`src/rtl/srst_seq_pkg.sv`:
```
package srst_seq_pkg;
  localparam int RunIdx  = 0;
  localparam int GateIdx = 1;
  localparam int SrstIdx = 2;
  localparam int CtrlW   = 3;

  typedef struct packed {
    logic hold;    // force datapath registers to reset values
    logic accept;  // take the current end-of-frame pulse
  } dpCtl_t;
endpackage

```
`src/rtl/srst_seq_ctrl.sv`:
```
module srst_seq_ctrl
  import srst_seq_pkg::*;
#(
  parameter int DRAIN_CYCLES = 4
) (
  input  logic             clk,
  input  logic             rstN,
  input  logic             setStb,
  input  logic             clrStb,
  input  logic [CtrlW-1:0] bitMask,
  input  logic             frameEnd,
  output logic [CtrlW-1:0] ctrlRd,
  output dpCtl_t           dpCtl
);
  localparam int DrainW = $clog2(DRAIN_CYCLES + 1);
  localparam logic [DrainW-1:0] DrainLast = DrainW'(DRAIN_CYCLES - 1);

  logic softRst, clkGate, runBit, stopPending, drained;
  logic [DrainW-1:0] drainCnt;
  logic [CtrlW-1:0] setM, clrM, applied;
  logic softRstNext, drainHit;

  assign setM = setStb ? bitMask : '0;
  assign clrM = clrStb ? bitMask : '0;
  assign applied = ({softRst, clkGate, runBit} & ~clrM) | setM;
  assign softRstNext = applied[SrstIdx];
  assign drainHit = softRst && !drained && (drainCnt == DrainLast);

  // soft reset and drain handshake
  always_ff @(posedge clk or negedge rstN) begin
    if (!rstN) begin
      softRst  <= 1'b0;
      clkGate  <= 1'b0;
      drained  <= 1'b0;
      drainCnt <= '0;
    end else begin
      softRst <= softRstNext;
      clkGate <= drainHit ? 1'b1 : applied[GateIdx];
      if (!softRstNext) drained <= 1'b0;
      else if (drainHit) drained <= 1'b1;
      if (!softRst || !softRstNext || drained || drainHit) drainCnt <= '0;
      else drainCnt <= drainCnt + 1'b1;
    end
  end

  // run bit with deferred stop
  always_ff @(posedge clk or negedge rstN) begin
    if (!rstN) begin
      runBit      <= 1'b0;
      stopPending <= 1'b0;
    end else if (softRstNext) begin
      runBit      <= 1'b0;
      stopPending <= 1'b0;
    end else if (setM[RunIdx]) begin
      runBit      <= 1'b1;
      stopPending <= 1'b0;
    end else if (frameEnd && stopPending) begin
      runBit      <= 1'b0;
      stopPending <= 1'b0;
    end else if (clrM[RunIdx] && runBit) begin
      stopPending <= 1'b1;
    end
  end

  assign ctrlRd = {softRst, clkGate, runBit};
  assign dpCtl.hold   = softRstNext;
  assign dpCtl.accept = frameEnd && runBit && !softRstNext;

  assert_drain_bound_R3: assert property (@(posedge clk) disable iff (!rstN)
    drainCnt <= DrainLast);
  assert_gate_source_R3: assert property (@(posedge clk) disable iff (!rstN)
    $rose(clkGate) |-> ($past(setStb && bitMask[GateIdx]) || $past(softRst && !drained)));
  assert_run_fall_R7: assert property (@(posedge clk) disable iff (!rstN)
    $fell(runBit) |-> ($past(softRstNext) || ($past(frameEnd) && $past(stopPending))));
  assert_reset_run_R6: assert property (@(posedge clk) disable iff (!rstN)
    softRst |-> !runBit);
endmodule

```
`src/rtl/srst_seq_dpath.sv`:
```
module srst_seq_dpath
  import srst_seq_pkg::*;
#(
  parameter int ADDR_W = 16,
  parameter int CNT_W  = 8
) (
  input  logic              clk,
  input  logic              rstN,
  input  dpCtl_t            dpCtl,
  input  logic [ADDR_W-1:0] nextBufAddr,
  output logic [ADDR_W-1:0] curBufAddr,
  output logic [CNT_W-1:0]  frameCount,
  output logic              frameStrobe
);
  always_ff @(posedge clk or negedge rstN) begin
    if (!rstN) begin
      curBufAddr  <= '0;
      frameCount  <= '0;
      frameStrobe <= 1'b0;
    end else if (dpCtl.hold) begin
      curBufAddr  <= '0;
      frameCount  <= '0;
      frameStrobe <= 1'b0;
    end else begin
      frameStrobe <= dpCtl.accept;
      if (dpCtl.accept) begin
        curBufAddr <= nextBufAddr;
        frameCount <= frameCount + 1'b1;
      end
    end
  end

  assert_hold_clear_R6: assert property (@(posedge clk) disable iff (!rstN)
    dpCtl.hold |=> (curBufAddr == '0 && frameCount == '0 && !frameStrobe));
  assert_strobe_src_R10: assert property (@(posedge clk) disable iff (!rstN)
    frameStrobe |-> $past(dpCtl.accept));
endmodule

```
`src/rtl/srst_seq_top.sv`:
```
module srst_seq_top
  import srst_seq_pkg::*;
#(
  parameter int DRAIN_CYCLES = 4,
  parameter int ADDR_W       = 16,
  parameter int CNT_W        = 8
) (
  input  logic              clk,
  input  logic              rstN,
  input  logic              setStb,
  input  logic              clrStb,
  input  logic [2:0]        bitMask,
  input  logic              frameEnd,
  input  logic [ADDR_W-1:0] nextBufAddr,
  output logic [2:0]        ctrlRd,
  output logic [ADDR_W-1:0] curBufAddr,
  output logic [CNT_W-1:0]  frameCount,
  output logic              frameStrobe
);
  dpCtl_t dpCtl;

  srst_seq_ctrl #(.DRAIN_CYCLES(DRAIN_CYCLES)) u_ctrl (
    .clk(clk), .rstN(rstN), .setStb(setStb), .clrStb(clrStb),
    .bitMask(bitMask), .frameEnd(frameEnd), .ctrlRd(ctrlRd), .dpCtl(dpCtl)
  );

  srst_seq_dpath #(.ADDR_W(ADDR_W), .CNT_W(CNT_W)) u_dpath (
    .clk(clk), .rstN(rstN), .dpCtl(dpCtl), .nextBufAddr(nextBufAddr),
    .curBufAddr(curBufAddr), .frameCount(frameCount), .frameStrobe(frameStrobe)
  );
endmodule

```
`config.mk`:
```
export PLATFORM = sky130hd
export DESIGN_NAME = srst_seq_top
export DESIGN_NICKNAME = d
export VERILOG_FILES = /design/src/rtl/srst_seq_pkg.sv /design/src/rtl/srst_seq_ctrl.sv /design/src/rtl/srst_seq_dpath.sv /design/src/rtl/srst_seq_top.sv
export SDC_FILE = /design/constraint.sdc
export NUM_CORES = 1
export LEC_CHECK = 0
export ABC_CLOCK_PERIOD_IN_PS = 2290
export BUFFER_PORTS_ARGS = -buffer_cell sky130_fd_sc_hd__clkbuf_2
export CAP_MARGIN = 40
export CORE_UTILIZATION = 36
export DETAILED_ROUTE_END_ITERATION = 6
export GPL_ROUTABILITY_DRIVEN = 1
export GPL_TIMING_DRIVEN = 1
export PLACE_DENSITY = 0.67
export SLEW_MARGIN = 15
export SYNTH_ARGS = -nofsm -noshare
export SYNTH_HDL_FRONTEND = slang
export SYNTH_SLANG_ARGS = --single-unit
```
`constraint.sdc`:
```
create_clock -name clk -period 2.29 [get_ports clk]
set_clock_uncertainty 0.2 [all_clocks]
set_input_delay 0.687 -clock clk [delete_from_list [all_inputs] [get_ports clk]]
set_output_delay 0.687 -clock clk [all_outputs]
set_load 0.05 [all_outputs]
```
==> results.json, run 1 <==
{
  "clk-insertion-delay-late_ns": 0.28,
  "synth-edff-count": 0,
  "share_of_total_power_in_the_clock_network": 0.316,
  "final_core_utilization": 0.478,
  "unrepaired_setup_endpoints_after_global_routing": "no",
  "maxCapViolations": 0,
  "mostFrequentLayoutCells": "51 x clkbuf_2, 33 x dfrtp_1, 10 x a22o_2, 8 x nand2_1, 8 x a21oi_1",
  "startpoint_type": "flop",
  "fillCellCount": 355,
  "synth_sequential_area_ratio": 0.592,
  "grt_first_pass_wirelength_um": 4950,
  "crit_family": "flip-flops",
  "antenna_found_initial": 0,
  "placement.io_buffers": 51,
  "route.vias.total": 1087,
  "design.die.area_sq_um": 4120,
  "swShare": 0.294,
  "synthesis.yosys.warnings": 0,
  "reg2reg_setup_slack_ns": 0.50,
  "rows": 22,
  "antenna_violating_nets_post_route": 0,
  "period_needed_ns": 1.92,
  "dpl-instance-area_sq_um": 1680,
  "start_util": 0.378,
  "critical_path_required_ns": 1.40,
  "min_path_type": "in2async",
  "finalWeightedCongestion": 0.804,
  "cellLeakagePower_nw": 0.907,
  "postSynthNetCount": 141,
  "reg2reg_from": "u_ctrl.runBit",
  "number_of_search_and_repair_iterations_in_the_first_detailed_routing_pass": 4,
  "sequentialPowerShare": 0.503,
  "max-clock-path-buffers": 2,
  "drt_drc": 0,
  "insertedDiodeCount": 0,
  "finalHoldViolations": 0,
  "cts_buffers": 5,
  "grt_resource_usage_total": 0.161,
  "max_freq_mhz": 520,
  "postLayoutSetupSlackWorst_ns": 0.369,
  "vias_per_cell": 5.01,
  "place.detailed.instances": 209,
  "cts_sinks": 33,
  "final_common_cell": "clkbuf_2",
  "run_status": "finished, final reports clean",
  "cts-resized-gates": 0,
  "pin_count": 52,
  "synth_cell_type_count": 28,
  "worst_r2r_endpoint": "u_dpath.curBufAddr[13]",
  "cp_slowest_stage_delay_ns": 0.44,
  "die_w_um": 64.2,
  "maxSlewHeadroom": 0.559,
  "synthesized_area_per_cell_sq_um": 12.2,
  "switching_power_mw": 0.380,
  "power.density_cell_area_nw_per_um2": 732,
  "postSynth.topFlopCell": "dfrtp_1",
  "synthesis.instances": 114,
  "path_class": "reg2out",
  "critical_path_buf_inv_count": 1,
  "cp-end-kind": "primary output",
  "cpMaxStageDelayCell": "dfrtp_1",
  "routed_wl_um": 2790,
  "path_cells": "clkbuf_2",
  "clock_tree_from_tritoncts": "yes",
  "post-dp-hpwl_um": 1990,
  "fin_cells": 217,
  "syn_area_sq_um": 1390,
  "internal_mw": 0.912,
  "cts.htree.levels": 2,
  "setup_tns_ns": 0,
  "finish.instance_area_sq_um": 1760,
  "setup_viol": 0,
  "post_synthesis_sequential_element_count": 33,
  "num-nets-final": 195,
  "post_cts.repair.setup_buffers": 0,
  "clk_root_buffer_cell": "clkbuf_8",
  "drt_first_iter_violations": 69,
  "cts_clock_pin_slew_for_the_worst_setup_and_hold_paths_ns": 0.07,
  "first_global_vias": 1095,
  "hold-worst-slack_ns": 0.142,
  "finalPower_mw": 1.29,
  "min_period_over_period": 0.839,
  "slew_viol_final": 0,
  "floorplan.die.height_um": 64.2,
  "core_sq_um": 3690,
  "post-place-ws_ns": 0.144,
  "timing.critical_path.fanout_max": 7,
  "cts_hold_buffers": 0,
  "globalRouteOverflowTotal": 0,
  "worst_ep_arrival_time_ns": 1.03,
  "routed_wire_length_per_instance_um": 12.9,
  "syn_to_final_growth_pct": 26.5,
  "drive_above_1_share": 0.438,
  "grt_max_degree": 19,
  "slew_at_the_pin_closest_to_its_max_slew_limit_ns": 0.661,
  "power_frac_comb": 0.182,
  "r2r_cells": 3,
  "synth_async_sr_flop_share": 1.00,
  "peakVddDrop_mv": 0.385
}
flip-flops by register name (all words and copies together) (netlist names):
name	count
u_dpath.frameStrobe	1
u_ctrl.stopPending	1
u_dpath.curBufAddr	16
u_dpath.frameCount	8
u_ctrl.clkGate	1
u_ctrl.softRst	1
u_ctrl.drained	1
u_ctrl.drainCnt	3
u_ctrl.runBit	1
how the worst max path moves through the flow:
stage                               start  slack, ns                endpoint  cells past startpoint
floorplan                        frameEnd       0.42   u_dpath.curBufAddr[0]                      5
global placement                 frameEnd       0.21   u_dpath.curBufAddr[7]                      4
detailed placement               frameEnd       0.14  u_dpath.curBufAddr[13]                      4
CTS                 u_dpath.frameCount[3]       0.35           frameCount[3]                      1
global route        u_dpath.frameCount[3]       0.29           frameCount[3]                      1
finish                      u_ctrl.runBit       0.37               ctrlRd[0]                      1
Yosys cell counts (2+ instances only):
master   number  area [sq um]
a21oi_1       8          40.0
a22o_1        7          61.3
a22o_2       10           100
buf_4         3          22.5
buf_6         3          33.8
dfrtp_1      33           826
ha_1          3          37.5
inv_1         5          18.8
nand2_1       8          30.0
nand3_1       2          10.0
nand4_1       3          18.8
nor2_1        5          18.8
o21ai_0       5          25.0
o31ai_1       2          15.0
or3_1         3          18.8
or4_1         2          15.0
logic make-up (layout without fill, tap and decap cells):
group / count (synthesis) / count (layout) / share of synthesized area
simple gates: 29 / 29 / 0.111
xor+xnor: 2 / 2 / 0.0126
flops: 33 / 33 / 0.592
buf+inv: 11 / 66 / 0.0539
compound gates: 36 / 36 / 0.203
fa+ha+maj: 3 / 3 / 0.0269
cell type report:
cell class / instances / area, sq um / share of cell area
sequential: 33 / 826 / 0.468
multi-input combinational: 70 / 493 / 0.280
timing repair buffer: 53 / 283 / 0.160
clock buffer: 6 / 72.6 / 0.0412
tap: 48 / 60.1 / 0.0341
inverter: 5 / 18.8 / 0.0106
clock inverter: 2 / 10.0 / 0.00568
metal layers:
| layer | routed length [um] | global-route usage | share of wire | vias to the layer above |
|---|---|---|---|---|
| met5 | 0 | 0 | 0 | - |
| met4 | 46 | 0.0583 | 0.016 | 0 |
| met3 | 182 | 0.0607 | 0.065 | 6 |
| met2 | 1230 | 0.254 | 0.44 | 40 |
| met1 | 1330 | 0.199 | 0.48 | 514 |
| li1 | - | - | - | 527 |
power by group through the flow:
stage                     clock (mW)  combinational (mW)  sequential (mW)
final                          0.408               0.235            0.649
after global routing           0.460               0.257            0.655
after CTS                      0.429               0.238            0.649
after detailed placement           0               0.237            0.659
after global placement             0               0.231            0.658
after floorplan                    0               0.130            0.699
(Power assumes the default switching activity.)
==> inputs of run 2 (changes only) <==
--- a/config.mk
+++ b/config.mk
@@ -5,7 +5,7 @@
 export SDC_FILE = /design/constraint.sdc
 export NUM_CORES = 1
 export LEC_CHECK = 0
-export ABC_CLOCK_PERIOD_IN_PS = 2290
+export ABC_CLOCK_PERIOD_IN_PS = 1900
 export BUFFER_PORTS_ARGS = -buffer_cell sky130_fd_sc_hd__clkbuf_2
 export CAP_MARGIN = 40
 export CORE_UTILIZATION = 36
==> constraint.sdc (replaced) <==
create_clock -name clk -period 1.9 [get_ports clk]
set_clock_uncertainty 0.2 [all_clocks]
set_input_delay 0.57 -clock clk [delete_from_list [all_inputs] [get_ports clk]]
set_output_delay 0.57 -clock clk [all_outputs]
set_load 0.05 [all_outputs]
==> results.json, run 2 (synthesis results as in run 1) <==
{
  "critical_path_buf_inv_count": 1,
  "cts_hold_buffers": 0,
  "clk_root_buffer_cell": "clkbuf_8",
  "route.vias.total": 1097,
  "timing.critical_path.fanout_max": 7,
  "globalRouteOverflowTotal": 0,
  "detailroute.wirelength.met2_um": 1480,
  "post-dp-hpwl_um": 2150,
  "slew_viol_final": 0,
  "grt_resource_usage_total": 0.160,
  "peakVddDrop_mv": 0.475,
  "setup_tns_ns": 0,
  "num-nets-final": 197,
  "cts_clock_pin_slew_for_the_worst_setup_and_hold_paths_ns": 0.07,
  "slew_at_the_pin_closest_to_its_max_slew_limit_ns": 0.463,
  "final_common_cell": "clkbuf_2",
  "drt_first_iter_violations": 73,
  "pin_count": 52,
  "cts_sinks": 33,
  "maxCapViolations": 0,
  "finalHoldViolations": 0,
  "floorplan.die.height_um": 64.2,
  "max_freq_mhz": 550,
  "syn_to_final_growth_pct": 29.0,
  "worst_ep_arrival_time_ns": 1.05,
  "antenna_violating_nets_post_route": 0,
  "crit_family": "flip-flops",
  "mostFrequentLayoutCells": "51 x clkbuf_2, 33 x dfrtp_1, 10 x a22o_2, 8 x nand2_1, 8 x a21oi_1",
  "maxSlewHeadroom": 0.691,
  "critical_path_required_ns": 1.13,
  "route.met3.wl_um": 182,
  "clock_tree_from_tritoncts": "yes",
  "grt_first_pass_wirelength_um": 4970,
  "grt_max_degree": 19,
  "min_path_type": "in2async",
  "clk-insertion-delay-late_ns": 0.28,
  "drive_above_1_share": 0.456,
  "cp-end-kind": "primary output",
  "unrepaired_setup_endpoints_after_global_routing": "no",
  "die_w_um": 64.2,
  "wirelength_met1_um": 1200,
  "path_class": "reg2out",
  "first_global_vias": 1106,
  "setup_viol": 0,
  "highest-signal-layer": "met4",
  "cpMaxStageDelayCell": "dfrtp_1",
  "cp_slowest_stage_delay_ns": 0.45,
  "reg2reg_setup_slack_ns": 0.25,
  "antenna_found_initial": 0,
  "design.die.area_sq_um": 4120,
  "start_util": 0.378,
  "core_sq_um": 3690,
  "drt_drc": 0,
  "cellLeakagePower_nw": 0.925,
  "min_period_over_period": 0.958,
  "path_cells": "clkbuf_2",
  "placement.io_buffers": 51,
  "reg_top3": "u_dpath.curBufAddr x16, u_dpath.frameCount x8, u_ctrl.drainCnt x3",
  "number_of_search_and_repair_iterations_in_the_first_detailed_routing_pass": 4,
  "vias_per_cell": 5.01,
  "startpoint_type": "flop",
  "period_needed_ns": 1.82,
  "postLayoutSetupSlackWorst_ns": 0.0807,
  "max_reg_flops": 16,
  "registers.top_by_ff_count": "u_dpath.curBufAddr",
  "cts-resized-gates": 0,
  "cts.htree.levels": 2,
  "finalWeightedCongestion": 0.770,
  "cts_buffers": 5,
  "max-clock-path-buffers": 2,
  "rows": 22,
  "run_status": "finished, final reports clean",
  "insertedDiodeCount": 0,
  "routed_wire_length_per_instance_um": 13.1,
  "power.density_cell_area_nw_per_um2": 906,
  "routed_wl_um": 2870,
  "post_cts.repair.setup_buffers": 0,
  "post-place-ws_ns": -0.0853,
  "finalPower_mw": 1.63
}
run 2: cell count changes in the layout (fill, tap and decap cells not counted):
cell      delta
clkbuf_8     +2
buf_4        +2
and3_2       +1
and3_1       -1
clkbuf_1     -1
clkinv_2     -1
run 2: where the power goes:
| group | leakage [nW] | switching, mW | internal (mW) |
|---|---|---|---|
| clock network | 0.0542 | 0.235 | 0.327 |
| logic | 0.420 | 0.188 | 0.0952 |
| registers | 0.450 | 0.0311 | 0.752 |
run 2: path summary, 6_finish.rpt:
path | from | endpoint | cells after the start
worst max-delay path | u_ctrl.runBit | ctrlRd[0] | 1
max in group asynchronous | rstN | u_ctrl.drained | 2
worst min register to register | u_ctrl.drainCnt[0] | u_ctrl.drainCnt[0] | 1
worst max register to register | u_ctrl.runBit | u_dpath.curBufAddr[9] | 3
min in group clk | u_ctrl.drainCnt[0] | u_ctrl.drainCnt[0] | 1
worst min-delay path | rstN | u_dpath.curBufAddr[15] | 1
run 2: cell type report:
type	instances	area, sq um
clock inverters	1	5.00
fillers	362	1890
inverters	5	18.8
repair buffers	55	298
clock buffers	7	96.3
flip-flops and latches	33	826
well taps	48	60.1
multi-input cells	70	494
run 2: per-stage QoR:
stage          hold WS [ns]  instance area, sq um  utilization  std cells
6_report             0.0319                  1800        0.487        219
5_1_grt              0.0459                  1800        0.487        219
4_1_cts              0.0368                  1800        0.487        219
3_5_place_dp          0.226                  1700        0.460        211
3_3_place_gp          0.221                  1700        0.460        211
2_1_floorplan        0.0744                  1390            -        114
run 2: metal layers:
metal	GRT usage	vias up
met3	0.0643	2
li1	-	530
met4	0.0611	0
met1	0.198	524
met5	0	-
met2	0.249	41
==> inputs of run 3 (changes only) <==
--- a/config.mk
+++ b/config.mk
@@ -12,6 +12,7 @@
 export DETAILED_ROUTE_END_ITERATION = 6
 export GPL_ROUTABILITY_DRIVEN = 1
 export GPL_TIMING_DRIVEN = 1
+export MAX_ROUTING_LAYER = met4
 export PLACE_DENSITY = 0.67
 export SLEW_MARGIN = 15
 export SYNTH_ARGS = -nofsm -noshare
==> results.json, run 3 (synthesis results as in run 1) <==
{
  "run_status": "finished, final reports clean",
  "cts_clock_pin_slew_for_the_worst_setup_and_hold_paths_ns": 0.07,
  "cts_buffers": 5,
  "syn_to_final_growth_pct": 29.0,
  "grt_resource_usage_total": 0.164,
  "critical_path_buf_inv_count": 1,
  "unrepaired_setup_endpoints_after_global_routing": "no",
  "worst_ep_arrival_time_ns": 1.05,
  "grt_max_degree": 19,
  "cellLeakagePower_nw": 0.925,
  "period_needed_ns": 1.82,
  "slew_at_the_pin_closest_to_its_max_slew_limit_ns": 0.464,
  "path_cells": "clkbuf_2",
  "cp_slowest_stage_delay_ns": 0.45,
  "cts_sinks": 33,
  "antenna_found_initial": 0,
  "num-nets-final": 197,
  "routed_wire_length_per_instance_um": 13.1,
  "antenna_violating_nets_post_route": 0,
  "core_sq_um": 3690,
  "max-clock-path-buffers": 2,
  "design.die.area_sq_um": 4120,
  "pin_count": 52,
  "route.vias.total": 1097,
  "setup_viol": 0,
  "rows": 22,
  "clock_tree_from_tritoncts": "yes",
  "die_w_um": 64.2,
  "post-dp-hpwl_um": 2150,
  "vias_per_cell": 5.01,
  "min_period_over_period": 0.958,
  "start_util": 0.378,
  "max_reg_flops": 16,
  "drt_first_iter_violations": 70,
  "clk-insertion-delay-late_ns": 0.28,
  "clk_root_buffer_cell": "clkbuf_8",
  "cpMaxStageDelayCell": "dfrtp_1",
  "registers.top_by_ff_count": "u_dpath.curBufAddr",
  "finalHoldViolations": 0,
  "hold-worst-slack_ns": 0.0333,
  "mostFrequentLayoutCells": "51 x clkbuf_2, 33 x dfrtp_1, 10 x a22o_2, 8 x nand2_1, 8 x a21oi_1",
  "maxSlewHeadroom": 0.691,
  "drt_drc": 0,
  "path_class": "reg2out",
  "final_common_cell": "clkbuf_2",
  "final_core_utilization": 0.487,
  "crit_family": "flip-flops",
  "maxCapViolations": 0,
  "post_cts.repair.setup_buffers": 0,
  "reg_top3": "u_dpath.curBufAddr x16, u_dpath.frameCount x8, u_ctrl.drainCnt x3",
  "grt_first_pass_wirelength_um": 4970,
  "insertedDiodeCount": 0,
  "floorplan.die.height_um": 64.2,
  "drive_above_1_share": 0.456,
  "timing.critical_path.fanout_max": 7,
  "cp-end-kind": "primary output",
  "power.density_cell_area_nw_per_um2": 906,
  "routed_wl_um": 2870,
  "min_path_type": "in2async",
  "first_global_vias": 1102,
  "cts.htree.levels": 2,
  "max_freq_mhz": 550,
  "placement.io_buffers": 51,
  "number_of_search_and_repair_iterations_in_the_first_detailed_routing_pass": 4,
  "globalRouteOverflowTotal": 0,
  "critical_path_required_ns": 1.13,
  "startpoint_type": "flop",
  "slew_viol_final": 0,
  "finalWeightedCongestion": 0.780,
  "peakVddDrop_mv": 0.474
}
run 3: cell counts in the layout (fill, tap and decap cells not counted):
No cell type changed its count.
run 3: area by class of cell:
type                            instances  area (sq um)
Clock inverter                          1          5.00
Inverter                                5          18.8
Timing Repair Buffer                   55           298
Multi-Input combinational cell         70           494
Clock buffer                            7          96.3
Sequential cell                        33           826
Tap cell                               48          60.1
Fill cell                             362          1890
run 3: timing repair:
| action | CTS | global route |
|---|---|---|
| hold buffers | 0 | 0 |
| resized for setup | 0 | 1 |
| setup endpoints to repair | 0 | 15 |
run 3: metal layers:
metal	global-route usage	part of all wire	vias up
li1	-	-	530
met1	0.200	0.42	524
met2	0.247	0.51	41
met3	0.0625	0.062	2
met4	0.0611	0.0028	0
met5	-	0	-
run 3: path summary, 6_finish.rpt:
kind / startpoint / end / slack (ns) / cells past startpoint
min reg2reg: u_ctrl.drainCnt[0] / u_ctrl.drainCnt[0] / 0.23 / 1
max: u_ctrl.runBit / ctrlRd[0] / 0.08 / 1
min: rstN / u_dpath.curBufAddr[15] / 0.03 / 1
max in group asynchronous: rstN / u_ctrl.drained / 1.03 / 2
min in group clk: u_ctrl.drainCnt[0] / u_ctrl.drainCnt[0] / 0.23 / 1
max reg2reg: u_ctrl.runBit / u_dpath.curBufAddr[9] / 0.25 / 3
run 3: per-stage QoR:
step                      instances  setup WS [ns]  TNS, ns  power (mW)  area (sq um)
after global placement          211        -0.0143   -0.135        1.07          1700
after detailed placement        211        -0.0853    -1.21        1.08          1700
after global routing            219         0.0170        0        1.73          1800
after CTS                       219         0.0694        0        1.66          1800
after floorplan                 114         0.0737        0       0.999          1390
final                           219         0.0806        0        1.63          1800
run 3: power by group:
group | internal, mW | switching, mW | total [mW]
registers | 0.752 | 0.0311 | 0.783
clock network | 0.327 | 0.235 | 0.562
logic | 0.0952 | 0.188 | 0.283
total | 1.17 | 0.454 | 1.63
run 3: worst reg2reg max path: cells and delay by family, from the launching register on:
| family | cells | cell delay (ns) |
|---|---|---|
| and+or+nand+nor | 2 | 0.58 |
| DFF | 1 | 0.45 |
| AOI/OAI and AO/OA | 1 | 0.30 |
